[config.mk]
export PLATFORM = sky130hd
export DESIGN_NAME = entropy_fifo_ctrl
export DESIGN_NICKNAME = d
export VERILOG_FILES = /design/src/rtl/efc_pkg.sv /design/src/rtl/efc_pacer.sv /design/src/rtl/efc_collector.sv /design/src/rtl/efc_regs.sv /design/src/rtl/entropy_fifo_ctrl.sv
export SDC_FILE = /design/constraint.sdc
export NUM_CORES = 1
export LEC_CHECK = 0
export ABC_AREA = 1
export BUFFER_PORTS_ARGS = -buffer_cell sky130_fd_sc_hd__buf_2
export CAP_MARGIN = 30
export CORE_ASPECT_RATIO = 0.8
export CORE_MARGIN = 8
export CORE_UTILIZATION = 35
export DETAILED_ROUTE_END_ITERATION = 10
export REMOVE_ABC_BUFFERS = 1
export SYNTH_ARGS = -nofsm -noshare
export SYNTH_HDL_FRONTEND = slang
export SYNTH_SLANG_ARGS = --single-unit
[constraint.sdc]
create_clock -name clk -period 6 [get_ports clk]
set_input_delay 1.2 -clock clk [delete_from_list [all_inputs] [get_ports clk]]
set_output_delay 1.2 -clock clk [all_outputs]
set_load 0.02 [all_outputs]
[src/rtl/efc_pkg.sv]
package efc_pkg;

    localparam int unsigned WORD_W     = 32;
    localparam int unsigned ADDR_W     = 8;
    localparam int unsigned DIV_W      = 16;
    localparam int unsigned FIFO_WORDS = 8;

    localparam logic [31:0] OFS_DIV  = 32'h00;
    localparam logic [31:0] OFS_CTRL = 32'h20;
    localparam logic [31:0] OFS_POST = 32'h30;
    localparam logic [31:0] OFS_REQ  = 32'h50;
    localparam logic [31:0] OFS_DATA = 32'h80;

    localparam int unsigned EN_BIT = 31;

    typedef enum logic [2:0] {
        SEL_NONE,
        SEL_DIV,
        SEL_CTRL,
        SEL_POST,
        SEL_REQ,
        SEL_DATA
    } reg_sel_e;

    // One qualified sampling event handed from the pacer side to the store.
    typedef struct packed {
        logic fire;
        logic val;
    } sample_t;

    function automatic reg_sel_e decode_addr(input logic [31:0] a, input int unsigned words);
        reg_sel_e s;
        s = SEL_NONE;
        if (a[1:0] == 2'b00) begin
            if (a == OFS_DIV)       s = SEL_DIV;
            else if (a == OFS_CTRL) s = SEL_CTRL;
            else if (a == OFS_POST) s = SEL_POST;
            else if (a == OFS_REQ)  s = SEL_REQ;
            else if (a >= OFS_DATA && a < OFS_DATA + 32'(4 * words)) s = SEL_DATA;
        end
        return s;
    endfunction

    function automatic logic [31:0] clamp_count(input logic [31:0] v, input int unsigned cap);
        return (v > 32'(cap)) ? 32'(cap) : v;
    endfunction

endpackage

[src/rtl/efc_pacer.sv]
module efc_pacer
    import efc_pkg::*;
#(
    parameter int unsigned DIV_LEN = DIV_W
) (
    input  logic               clk,
    input  logic               rst,
    input  logic               gen_en,
    input  logic [DIV_LEN-1:0] div_val,
    output logic               tick
);
    logic [DIV_LEN-1:0] cnt;
    logic [DIV_LEN-1:0] lim;

    // Values below 2 fall back to a divide-by-2.
    always_comb begin
        if (div_val < DIV_LEN'(2)) lim = DIV_LEN'(1);
        else                       lim = div_val - DIV_LEN'(1);
    end

    // >= keeps the pacer sane if the divider shrinks mid-count.
    assign tick = gen_en && (cnt >= lim);

    always_ff @(posedge clk) begin
        if (rst || !gen_en) cnt <= '0;
        else if (tick)      cnt <= '0;
        else                cnt <= cnt + DIV_LEN'(1);
    end
endmodule

[src/rtl/efc_collector.sv]
module efc_collector
    import efc_pkg::*;
#(
    parameter int unsigned WLEN   = WORD_W,
    parameter int unsigned NWORDS = FIFO_WORDS,
    localparam int unsigned CAP   = WLEN * NWORDS,
    localparam int unsigned CNT_W = $clog2(CAP + 1),
    localparam int unsigned PTR_W = $clog2(CAP)
) (
    input  logic             clk,
    input  logic             rst,
    input  logic             req_load,
    input  logic [CNT_W-1:0] req_count,
    input  sample_t          smp,
    output logic [CNT_W-1:0] remain,
    output logic [CAP-1:0]   bank
);
    logic [PTR_W-1:0] ptr;
    logic             take;

    assign take = smp.fire && (remain != '0);

    always_ff @(posedge clk) begin
        if (rst) begin
            remain <= '0;
            ptr    <= '0;
            bank   <= '0;
        end else if (req_load) begin
            // A request write has priority over a coincident sample.
            remain <= req_count;
            ptr    <= '0;
            bank   <= '0;
        end else if (take) begin
            bank[ptr] <= smp.val;
            ptr       <= ptr + PTR_W'(1);
            remain    <= remain - CNT_W'(1);
        end
    end
endmodule

[src/rtl/efc_regs.sv]
module efc_regs
    import efc_pkg::*;
#(
    parameter int unsigned AW     = ADDR_W,
    parameter int unsigned WLEN   = WORD_W,
    parameter int unsigned DIV_LEN = DIV_W,
    parameter int unsigned NWORDS = FIFO_WORDS,
    localparam int unsigned CAP   = WLEN * NWORDS,
    localparam int unsigned CNT_W = $clog2(CAP + 1),
    localparam int unsigned IDX_W = (NWORDS > 1) ? $clog2(NWORDS) : 1
) (
    input  logic               clk,
    input  logic               rst,
    input  logic               reg_wr,
    input  logic [AW-1:0]      reg_addr,
    input  logic [WLEN-1:0]    reg_wdata,
    output logic [WLEN-1:0]    reg_rdata,
    output logic [DIV_LEN-1:0] div_val,
    output logic               gen_en,
    output logic               req_load,
    output logic [CNT_W-1:0]   req_count,
    input  logic [CNT_W-1:0]   remain,
    input  logic [CAP-1:0]     bank
);
    reg_sel_e         sel;
    logic [WLEN-1:0]  post_q;
    logic [IDX_W-1:0] widx;
    logic [31:0]      clamped;

    assign sel       = decode_addr(32'(reg_addr), NWORDS);
    assign widx      = reg_addr[IDX_W+1:2];
    assign clamped   = clamp_count(32'(reg_wdata), CAP);
    assign req_load  = reg_wr && (sel == SEL_REQ);
    assign req_count = clamped[CNT_W-1:0];

    always_ff @(posedge clk) begin
        if (rst) begin
            div_val <= '0;
            gen_en  <= 1'b0;
            post_q  <= '0;
        end else if (reg_wr) begin
            case (sel)
                SEL_DIV:  div_val <= reg_wdata[DIV_LEN-1:0];
                SEL_CTRL: gen_en  <= reg_wdata[EN_BIT];
                SEL_POST: post_q  <= reg_wdata;
                default:  ;
            endcase
        end
    end

    always_comb begin
        reg_rdata = '0;
        case (sel)
            SEL_DIV:  reg_rdata = WLEN'(div_val);
            SEL_CTRL: reg_rdata[EN_BIT] = gen_en;
            SEL_POST: reg_rdata = post_q;
            SEL_REQ:  reg_rdata = WLEN'(remain);
            SEL_DATA: reg_rdata = bank[widx*WLEN +: WLEN];
            default:  reg_rdata = '0;
        endcase
    end
endmodule

[src/rtl/entropy_fifo_ctrl.sv]
module entropy_fifo_ctrl
    import efc_pkg::*;
#(
    parameter int unsigned AW      = ADDR_W,
    parameter int unsigned WLEN    = WORD_W,
    parameter int unsigned DIV_LEN = DIV_W,
    parameter int unsigned NWORDS  = FIFO_WORDS,
    localparam int unsigned CAP    = WLEN * NWORDS,
    localparam int unsigned CNT_W  = $clog2(CAP + 1)
) (
    input  logic            clk,
    input  logic            rst,
    input  logic            reg_wr,
    input  logic [AW-1:0]   reg_addr,
    input  logic [WLEN-1:0] reg_wdata,
    output logic [WLEN-1:0] reg_rdata,
    input  logic            src_bit,
    input  logic            src_valid
);
    logic [DIV_LEN-1:0] div_val;
    logic               gen_en;
    logic               req_load;
    logic [CNT_W-1:0]   req_count;
    logic [CNT_W-1:0]   remain;
    logic [CAP-1:0]     bank;
    logic               smp_tick;
    sample_t            smp;

    assign smp.fire = smp_tick && src_valid;
    assign smp.val  = src_bit;

    efc_regs #(
        .AW(AW), .WLEN(WLEN), .DIV_LEN(DIV_LEN), .NWORDS(NWORDS)
    ) u_regs (
        .clk(clk), .rst(rst),
        .reg_wr(reg_wr), .reg_addr(reg_addr),
        .reg_wdata(reg_wdata), .reg_rdata(reg_rdata),
        .div_val(div_val), .gen_en(gen_en),
        .req_load(req_load), .req_count(req_count),
        .remain(remain), .bank(bank)
    );

    efc_pacer #(
        .DIV_LEN(DIV_LEN)
    ) u_pacer (
        .clk(clk), .rst(rst),
        .gen_en(gen_en), .div_val(div_val),
        .tick(smp_tick)
    );

    efc_collector #(
        .WLEN(WLEN), .NWORDS(NWORDS)
    ) u_coll (
        .clk(clk), .rst(rst),
        .req_load(req_load), .req_count(req_count),
        .smp(smp), .remain(remain), .bank(bank)
    );
endmodule

==> run summary, run 1 <==
=================================================================================================================
Commonest non-fill, non-tap cells in the layout                                                      602 x sky130_fd_sc_hd__nand2_1, 587 x sky130_fd_sc_hd__nor2_1, 338 x sky130_fd_sc_hd__dfxtp_1, 323 x sky130_fd_sc_hd__nand3_1, 270 x sky130_fd_sc_hd__a21oi_1
Routability-driven placement congestion ratio                                                               0.852
Total number of nets in the final design                                                                     3040
Cell Count, Final, Fillers Out                                                                               3754
Fraction of layout instances using a drive strength above 1                                                 6.89%
Std-Cell Rows                                                                                                  77
WL/cell                                                                                                   17.6 um
Mux contribution to synthesized area                                                                           0%
Number of post-CTS setup repair buffers                                                                         0
Setup repair after global routing missed its margin                                                         false
TritonCTS clock tree                                                                                        built
Count of instances resized after the clock tree is built                                                        0
Total routing usage reported by global routing                                                              20.0%
Class of the most critical hold timing path                                                            reg -> reg
Clk pin slew, worst setup/hold paths                                                                        50 ps
Die width                                                                                                  280 um
Clock buffer count from CTS                                                                                    41
Top-Level Pins                                                                                                 77
Critical path class                                                                                     in -> out
Final setup violation count                                                                                     0
Buffers added on ports                                                                                         76
Result of the run                                                                                    finished, final reports clean
Max IR drop VDD                                                                                        0.000168 V
FF+latch count, synth                                                                                         338
Placed wire-length estimate                                                                              39600 um
Warnings from Yosys                                                                                             0
Buffer depth of the longest clock path                                                                          3
Tightest slew margin relative to the limit                                                                  27.0%
Max_cap viols                                                                                                   0
Effective utilization at floorplan                                                                          35.4%
H-tree lvl count                                                                                                2
Power Dens Cells                                                                                      242 nW/um^2
Final core occ                                                                                              38.9%
Most common library cell in the layout ignoring fill and taps                                        sky130_fd_sc_hd__nand2_1
Sequential element share of the synthesized area                                                            34.6%
Total overflow reported by the global router                                                                    0
Sum of routed wire length over all layers                                                                66000 um
Vias in the first global route                                                                              17788
Floorplan die height                                                                                       228 um
Root Buffer                                                                                          sky130_fd_sc_hd__clkbuf_16
Critical path launch point type                                                                      primary input
Average via count per standard cell                                                                          5.36
Layout-stage area growth over the synthesis result                                                          9.89%
Crit share post-route                                                                                       83.9%
Final period demand of the worst path                                                                     5030 ps
Number of hold violations in the final report                                                                   0
Share of the synthesized area in compound gates (AO/OA/AOI/OAI)                                             14.7%
Final count of pins violating max slew                                                                          0
Die ar.                                                                                                63800 um^2
Endpoint kind of the worst setup timing path                                                         primary output
Main combinational cell family by area after synthesis                                               simple AND/OR/NAND/NOR gates
Cell variety after synth                                                                                       46
Count of routing violations after the opening detailed-route iteration                                       2095
TritonCTS sink count                                                                                          338
Total via count in the routed design                                                                        20125
Wire length of the first global-routing pass                                                            104000 um
Largest net degree at the start of global routing                                                             217
Gate count after technology mapping                                                                          3075
Fraction of synthesized cell area in xor and xnor cells                                                    0.805%
Router iterations before antenna repair                                                                         7
Timing-limited maximum frequency                                                                          199 MHz
Hold buffer count at cts                                                                                        0
Signal arrival time at the worst endpoint                                                                 3830 ps
Total leakage power                                                                                    0.00770 uW
Launch instance of the worst register-to-register path                                               u_regs.div_val[6]
Cell area after synthesis                                                                              19600 um^2
Count of filler cells inserted in the layout                                                                 5925
Avg Inst Size Synth                                                                                     6.37 um^2
Number of antenna violations at the first check in global routing                                               7
Post-route DRC violation count                                                                                  0
Antenna Nets Post-Route                                                                                         0
Setup Skew                                                                                                28.1 ps
Hold path startpoint                                                                                 u_coll.bank[14]
Core ar.                                                                                               55300 um^2
Cell count after placement                                                                                   3678
Arithmetic-cell share of the synthesized area counting full adders, half adders and majority gates          1.47%
Required time worst endpoint                                                                              4800 ps
Maximum fanout encountered on the critical timing path                                                         17
Slew at the pin closest to its max-slew limit                                                             1090 ps
Clock latency reported for the late side of the worst-skew pair                                            580 ps
Beginning of the critical path                                                                        reg_addr[1]
Area share of and/or/nand/nor cells after synthesis                                                         38.7%
=================================================================================================================
-- synth_stat cells, drive strengths merged --
master	count	area share, %
xnor2	5	0.22
or2	4	0.13
a32o	1	0.051
nor3b	6	0.23
nor2	594	12
nor4	6	0.19
a221oi	8	0.36
o22ai	4	0.13
nand2	606	12
clkbuf	82	1.6
nor4b	1	0.045
a32oi	6	0.27
o21bai	1	0.038
inv	174	3.3
o2111ai	1	0.045
nand3	323	8.3
clkinv	1	0.019
nand4	191	6.1
a211oi	30	1.2
nor3	20	0.54
o221ai	12	0.54
o21ai	130	3.3
o31ai	7	0.27
dfxtp	338	35
a22oi	4	0.15
a22o	1	0.045
ha	23	1.5
a21o	3	0.12
a31o	1	0.045
buf	176	4.8
o311ai	3	0.13
xor2	13	0.58
o211ai	26	1.0
a31oi	3	0.096
a21oi	271	7.0
-- kinds of logic after synthesis --
| group | count (synthesis) |
|---|---|
| simple gates | 1751 |
| buf+inv | 433 |
| xor+xnor | 18 |
| flops | 338 |
| compound gates | 512 |
| fa+ha+maj | 23 |
-- cell type report --
cell class / count / area, um^2 / area share (%)
Antenna cell: 1 / 2.50 / 0.0116
Sequential cell: 338 / 6770 / 31.4
Inverter: 175 / 664 / 3.09
Clock buffer: 58 / 1220 / 5.68
Timing Repair Buffer: 112 / 779 / 3.62
Clock inverter: 16 / 215 / 1.00
Tap cell: 750 / 938 / 4.36
Multi-Input combinational cell: 2304 / 10900 / 50.8
-- worst max-delay path, cell delays in order --
cell                       delay [ps]
sky130_fd_sc_hd__buf_2             90
sky130_fd_sc_hd__nor2_1           450
sky130_fd_sc_hd__nand2_1          160
sky130_fd_sc_hd__inv_2            130
sky130_fd_sc_hd__nand2_1           60
sky130_fd_sc_hd__buf_4            180
sky130_fd_sc_hd__inv_1            730
sky130_fd_sc_hd__buf_4            340
sky130_fd_sc_hd__nand2_1           70
sky130_fd_sc_hd__o211ai_1         150
sky130_fd_sc_hd__buf_2            230
-- routing by layer --
| metal | wire (um) | global-route usage (%) |
|---|---|---|
| met5 | 48 | 0 |
| met4 | 1960 | 6.88 |
| met3 | 4850 | 3.56 |
| met2 | 27600 | 29.7 |
| met1 | 31500 | 28.9 |
-- sequential cells by signal, indices dropped and copies added (netlist names) --
signal          count
u_coll.bank       256
u_regs.div_val     16
u_pacer.cnt        16
u_regs.gen_en       1
u_regs.post_q      32
u_coll.remain       9
u_coll.ptr          8
-- report_power, final --
group / internal (uW) / switching (uW) / total, uW
registers: 2240 / 0.914 / 2250
logic: 68.0 / 220 / 288
clock network: 1630 / 1050 / 2680
total: 3950 / 1270 / 5210
-- metrics by stage --
stage	setup slack, ps	TNS [ps]	area (um^2)	hold slack [ps]	total power (uW)
finish	967	0	21500	458	5210
global placement	1010	0	20000	444	2580
global route	852	0	21500	468	5370
floorplan	-3820	-863000	18300	430	2420
detailed placement	1050	0	20100	449	2580
CTS	1040	0	21500	458	5260
-- worst paths after layout --
| check | end | slack (ps) | cells past startpoint |
|---|---|---|---|
| worst max-delay path | reg_rdata[11] | 970 | 11 |
| worst min-delay path | u_coll.bank[14] | 460 | 2 |
| worst max register to register | u_coll.bank[164] | 1640 | 19 |
| worst min register to register | u_coll.bank[14] | 460 | 2 |
Note: power is estimated with default switching activity, not from simulation.
==> run 2: changes to the inputs <==
- clock period: 6 -> 4.33 ns (I/O delays scaled with it)
==> run 2 against run 1 <==
Compared with the run above:
- critical endpoint is now reg_rdata[2]
- highest routed layer unchanged
- register-to-register slack got worse by 1000 ps
- critical path type unchanged
- sequential power rose by 38%
- combinational power rose by 47%
- final area rose by 1.4%
- wire length rose by 0.24%
- clock skew fell by 8.8 ps
- via count rose by 1.5%
- die area did not move
- clock power rose by 38%
- first-iteration DRC count fell by 5.2%
==> run summary, run 2 (synthesis gave the netlist of run 1 again) <==
=====================================================================================
Antenna Nets Post-Route                                                             0
Average via count per standard cell                                              5.42
Sum of routed wire length over all layers                                    66100 um
Commonest non-fill, non-tap cells in the layout                          602 x sky130_fd_sc_hd__nand2_1, 587 x sky130_fd_sc_hd__nor2_1, 338 x sky130_fd_sc_hd__dfxtp_1, 323 x sky130_fd_sc_hd__nand3_1, 270 x sky130_fd_sc_hd__a21oi_1
Layout-stage area growth over the synthesis result                              11.4%
Die ar.                                                                    63800 um^2
Tightest slew margin relative to the limit                                      29.5%
Die width                                                                      280 um
Total number of nets in the final design                                         3061
Number of hold violations in the final report                                       0
Clock buffer count from CTS                                                        40
Effective utilization at floorplan                                              35.4%
Launch instance of the worst register-to-register path                   u_regs.div_val[2]
Total stage count of the critical path                                             11
Hold slack final                                                               458 ps
Post-layout total power                                                       7230 uW
TritonCTS sink count                                                              338
WL/cell                                                                       17.5 um
Switching power summed over all nets                                          1730 uW
Count of instances resized after the clock tree is built                            0
Total overflow reported by the global router                                        0
Flip-flop count of the largest register after layout                              256
Vias in the first global route                                                  18218
Setup repair after global routing missed its margin                             false
Crit share post-route                                                           85.7%
Most common library cell in the layout ignoring fill and taps            sky130_fd_sc_hd__nand2_1
Worst path bufs/invs                                                                5
Final period demand of the worst path                                         3710 ps
Required time worst endpoint                                                  3460 ps
Placed wire-length estimate                                                  41400 um
Class of the most critical hold timing path                                reg -> reg
TritonCTS clock tree                                                            built
Sequence of cells on the critical path                                   buf_2 > nor2_1 > nand2_1 > inv_2 > nand4_1 > buf_4 > inv_1 > a22o_1 > a21oi_1 > nand2_1 > buf_2
Top-Level Pins                                                                     77
Core ar.                                                                   55300 um^2
Worst reg-to-reg path cell count                                                   18
Largest net degree at the start of global routing                                 153
Slew at the pin closest to its max-slew limit                                 1060 ps
Final count of pins violating max slew                                              0
Signal arrival time at the worst endpoint                                     2850 ps
Post-route design area                                                     21800 um^2
Worst r2r dst                                                            u_coll.bank[84]
Number of post-CTS setup repair buffers                                             0
Fraction of layout instances using a drive strength above 1                     7.41%
Cell Area, Placed                                                          20400 um^2
Max incr delay on CP                                                           420 ps
Regs by FF count                                                         u_coll.bank (256), u_regs.post_q (32)
Post-route DRC violation count                                                      0
Total routing usage reported by global routing                                  20.3%
Count of routing violations after the opening detailed-route iteration           1987
Critical path launch point type                                          primary input
Combinational share of power                                                     5.9%
Register-to-register path setup slack                                          630 ps
H-tree lvl count                                                                    2
Proportion of power drawn by the clock network                                  51.1%
Result of the run                                                        finished, final reports clean
Clk pin slew, worst setup/hold paths                                            60 ps
Buffers added on ports                                                             76
Clock latency reported for the late side of the worst-skew pair                560 ps
Cell type of the slowest stage on the worst timing path                  sky130_fd_sc_hd__nor2_1
Top reg by flops                                                          u_coll.bank
Router iterations before antenna repair                                             6
Max_cap viols                                                                       0
Setup Skew                                                                    19.3 ps
Routability-driven placement congestion ratio                                   0.835
CP endpoint                                                              reg_rdata[2]
Maximum fanout encountered on the critical timing path                             10
Floorplan die height                                                           228 um
Internal Pwr Total                                                            5500 uW
Hold buffer count at cts                                                            0
Cell family with the largest share of critical-path delay                buffers and inverters
Wire length of the first global-routing pass                                105000 um
Buffer depth of the longest clock path                                              3
Switching power as a share of total power                                       24.0%
Antenna diode count                                                                 0
Timing-limited maximum frequency                                              269 MHz
Post-placement worst setup slack                                               661 ps
Std-Cell Rows                                                                      77
Number of antenna violations at the first check in global routing                   2
Beginning of the critical path                                            reg_addr[1]
Sequential share of power                                                       43.0%
Endpoint kind of the worst setup timing path                             primary output
Root Buffer                                                              sky130_fd_sc_hd__clkbuf_16
Total leakage power                                                        0.00783 uW
Total via count in the routed design                                            20426
Power Dens Cells                                                          331 nW/um^2
Critical path class                                                         in -> out
Final setup violation count                                                         0
Max IR drop VDD                                                            0.000203 V
Setup WS post-layout                                                           618 ps
=====================================================================================
-- run 2: layout make-up --
cell class	instances	area, um^2
Multi-Input combinational cell	2304	10900
Fill cell	5918	33500
Clock buffer	59	1200
Tap cell	750	938
Timing Repair Buffer	134	1090
Sequential cell	338	6770
Clock inverter	11	213
Inverter	175	664
-- run 2: through the flow --
step,util [%],TNS (ps),instances
CTS,39.4,0,3770
global route,39.4,0,3771
detailed placement,36.8,0,3700
floorplan,-,-1318960,2817
global placement,36.7,0,3697
finish,39.4,0,3771
-- run 2: worst reg2reg max path, stage by stage (launching register included) --
cell	delay (ps)
sky130_fd_sc_hd__dfxtp_1	360
sky130_fd_sc_hd__nor2_1	170
sky130_fd_sc_hd__nand2_1	100
sky130_fd_sc_hd__nor3_1	310
sky130_fd_sc_hd__nand2_1	150
sky130_fd_sc_hd__nor3_2	290
sky130_fd_sc_hd__nand4_1	140
sky130_fd_sc_hd__o21ai_1	190
sky130_fd_sc_hd__ha_1	170
sky130_fd_sc_hd__nand2_1	80
sky130_fd_sc_hd__nor3_1	220
sky130_fd_sc_hd__nand2_1	130
sky130_fd_sc_hd__nand2_4	140
sky130_fd_sc_hd__buf_12	310
sky130_fd_sc_hd__buf_4	480
sky130_fd_sc_hd__nand3_1	140
sky130_fd_sc_hd__nand2_1	90
sky130_fd_sc_hd__nand2_1	50
sky130_fd_sc_hd__nor2_1	100
-- run 2: power by group through the flow --
stage	combinational, uW	sequential [uW]	clock [uW]
floorplan	173	3180	0
global placement	421	3180	0
detailed placement	419	3180	0
CTS	421	3110	3750
global route	460	3110	3890
finish	424	3110	3690
-- run 2: layer usage --
layer | share of wire (%) | vias to the layer above | track usage [%] | wire length, um
met3 | 7.3 | 118 | 3.09 | 4840
met1 | 48 | 9412 | 29.2 | 31600
met5 | 0.014 | - | 0 | 9
li1 | - | 10170 | - | -
met4 | 3.1 | 2 | 6.85 | 2080
met2 | 42 | 724 | 30.6 | 27600
-- run 2: worst min path at each step --
stage                           startpoint               end  slack (ps)  depth (start not counted)
after floorplan             u_pacer.cnt[0]    u_pacer.cnt[0]         430                          1
after global placement    u_coll.bank[104]  u_coll.bank[104]         450                          2
after detailed placement   u_coll.bank[11]   u_coll.bank[11]         450                          2
after CTS                  u_coll.bank[11]   u_coll.bank[11]         460                          2
after global routing       u_coll.bank[13]   u_coll.bank[13]         470                          2
final                      u_coll.bank[13]   u_coll.bank[13]         460                          2
==> run 3: changes to the inputs <==
==> constraint.sdc (replaced) <==
create_clock -name clk -period 4.33 [get_ports clk]
set_input_delay 0.433 -clock clk [delete_from_list [all_inputs] [get_ports clk]]
set_output_delay 0.433 -clock clk [all_outputs]
set_load 0.02 [all_outputs]
==> run 3 against run 2 <==
Compared with the run above:
- power is 3.3% lower
- via count down 0.99%
- first-iteration DRC count increased by 0.70%
- critical endpoint is now u_coll.bank[36]
- largest power group unchanged
- highest routed layer unchanged
==> run summary, run 3 (synthesis gave the netlist of run 1 again) <==
=====================================================================================
Result of the run                                                        finished, final reports clean
H-tree lvl count                                                                    2
Top reg by flops                                                          u_coll.bank
Clock latency reported for the late side of the worst-skew pair                580 ps
Critical path class                                                        reg -> reg
Regs by FF count                                                         u_coll.bank (256), u_regs.post_q (32)
Hold slack final                                                               126 ps
Worst r2r dst                                                            u_coll.bank[36]
Clock buffer count from CTS                                                        40
Number of antenna violations at the first check in global routing                   4
Required time worst endpoint                                                  4830 ps
Sum of routed wire length over all layers                                    65600 um
Final setup violation count                                                         0
Max IR drop VDD                                                            0.000201 V
Vias in the first global route                                                  17730
Largest net degree at the start of global routing                                 142
Hold buffer count at cts                                                            0
Launch instance of the worst register-to-register path                   u_regs.div_val[6]
Wire length of the first global-routing pass                                103000 um
Total leakage power                                                        0.00771 uW
Average via count per standard cell                                              5.38
Flip-flop count of the largest register after layout                              256
Buffer depth of the longest clock path                                              3
Slew at the pin closest to its max-slew limit                                 1070 ps
Setup repair after global routing missed its margin                             false
WL/cell                                                                       17.4 um
Signal arrival time at the worst endpoint                                     4260 ps
Post-layout total power                                                       6990 uW
Commonest non-fill, non-tap cells in the layout                          602 x sky130_fd_sc_hd__nand2_1, 587 x sky130_fd_sc_hd__nor2_1, 338 x sky130_fd_sc_hd__dfxtp_1, 323 x sky130_fd_sc_hd__nand3_1, 270 x sky130_fd_sc_hd__a21oi_1
Most common library cell in the layout ignoring fill and taps            sky130_fd_sc_hd__nand2_1
Layout-stage area growth over the synthesis result                              10.3%
Critical path launch point type                                                  flop
Count of routing violations after the opening detailed-route iteration           2001
Final count of pins violating max slew                                              0
Top-Level Pins                                                                     77
TritonCTS clock tree                                                            built
Router iterations before antenna repair                                             6
Crit share post-route                                                           86.8%
Worst reg-to-reg path cell count                                                   19
Antenna Nets Post-Route                                                             0
Routability-driven placement congestion ratio                                   0.834
Setup Skew                                                                    21.4 ps
Class of the most critical hold timing path                                 in -> reg
Effective utilization at floorplan                                              35.4%
Fraction of layout instances using a drive strength above 1                     6.85%
Total routing usage reported by global routing                                  19.9%
Min-Delay Path Depth                                                                3
Tightest slew margin relative to the limit                                      28.5%
Hold path startpoint                                                     reg_wdata[23]
Number of hold violations in the final report                                       0
Register-to-register path setup slack                                          570 ps
Final period demand of the worst path                                         3760 ps
Post-route design area                                                     21600 um^2
Die width                                                                      280 um
Maximum fanout encountered on the critical timing path                             59
Total via count in the routed design                                            20224
Total overflow reported by the global router                                        0
Number of post-CTS setup repair buffers                                             0
Timing-limited maximum frequency                                              266 MHz
Hold worst-path end                                                      u_regs.post_q[23]
Die ar.                                                                    63800 um^2
Floorplan die height                                                           228 um
Root Buffer                                                              sky130_fd_sc_hd__clkbuf_16
TritonCTS sink count                                                              338
Placed wire-length estimate                                                  39400 um
Power Dens Cells                                                          324 nW/um^2
Core ar.                                                                   55300 um^2
Clk pin slew, worst setup/hold paths                                            60 ps
Total number of nets in the final design                                         3046
Buffers added on ports                                                             76
Max_cap viols                                                                       0
Cell Area, Placed                                                          20300 um^2
Count of instances resized after the clock tree is built                            0
Post-route DRC violation count                                                      0
Endpoint kind of the worst setup timing path                                     flop
Std-Cell Rows                                                                      77
=====================================================================================
-- run 3: critical path: stages (launching register included) --
cell and delay, ps:
sky130_fd_sc_hd__dfxtp_1 330, sky130_fd_sc_hd__nor2_1 180, sky130_fd_sc_hd__nand2_1 150, sky130_fd_sc_hd__nor4_1 290, sky130_fd_sc_hd__nand4_1 530, sky130_fd_sc_hd__nand3_1 290, sky130_fd_sc_hd__ha_1 170, sky130_fd_sc_hd__nand2_1 50
sky130_fd_sc_hd__inv_1 50, sky130_fd_sc_hd__nand2_1 50, sky130_fd_sc_hd__nand2_1 70, sky130_fd_sc_hd__nand2_1 50, sky130_fd_sc_hd__nand2_1 60, sky130_fd_sc_hd__nand2_1 90, sky130_fd_sc_hd__nand2_4 300, sky130_fd_sc_hd__buf_4 540
sky130_fd_sc_hd__nand3_1 200, sky130_fd_sc_hd__nand2_1 100, sky130_fd_sc_hd__nand2_1 50, sky130_fd_sc_hd__nor2_1 90
-- run 3: per-layer routing --
| metal | vias up | GRT usage, % | part of all wire, % | wire length (um) |
|---|---|---|---|---|
| met5 | - | 0 | 0.020 | 13 |
| met4 | 2 | 5.79 | 2.2 | 1430 |
| met3 | 95 | 2.80 | 7.1 | 4650 |
| met2 | 689 | 30.2 | 43 | 28000 |
| met1 | 9295 | 29.1 | 48 | 31500 |
| li1 | 10143 | - | - | - |
-- run 3: layout make-up --
class / instances / area, um^2
clock inverter: 9 / 103
multi-input combinational: 2304 / 10900
tap: 750 / 938
fill: 5900 / 33700
sequential: 338 / 6770
timing repair buffer: 119 / 977
inverter: 175 / 664
antenna: 3 / 7.51
clock buffer: 63 / 1210
-- run 3: where the power goes --
group	internal (uW)	total, uW	switching (uW)
combinational	102	415	313
clock	2030	3460	1430
sequential	3110	3110	1.07
-- run 3: how the worst max path moves through the flow --
| stage | start | to | slack (ps) | depth (start not counted) |
|---|---|---|---|---|
| after floorplan | u_regs.div_val[6] | u_coll.remain[0] | -5490 | 18 |
| after global placement | u_regs.div_val[6] | u_coll.bank[37] | 690 | 19 |
| after detailed placement | u_regs.div_val[6] | u_coll.bank[36] | 610 | 19 |
| after CTS | u_regs.div_val[6] | u_coll.bank[164] | 600 | 19 |
| after global routing | u_regs.div_val[6] | u_coll.bank[100] | 140 | 15 |
| final | u_regs.div_val[6] | u_coll.bank[36] | 570 | 19 |
-- run 3: per-stage QoR --
step	utilization, %	std cells	setup slack [ps]	setup TNS, ps
finish	39.1	3761	571	0
detailed placement	36.6	3685	608	0
global placement	36.5	3681	686	0
floorplan	-	2817	-5490	-1318910
global route	39.0	3758	141	0
CTS	39.0	3757	605	0
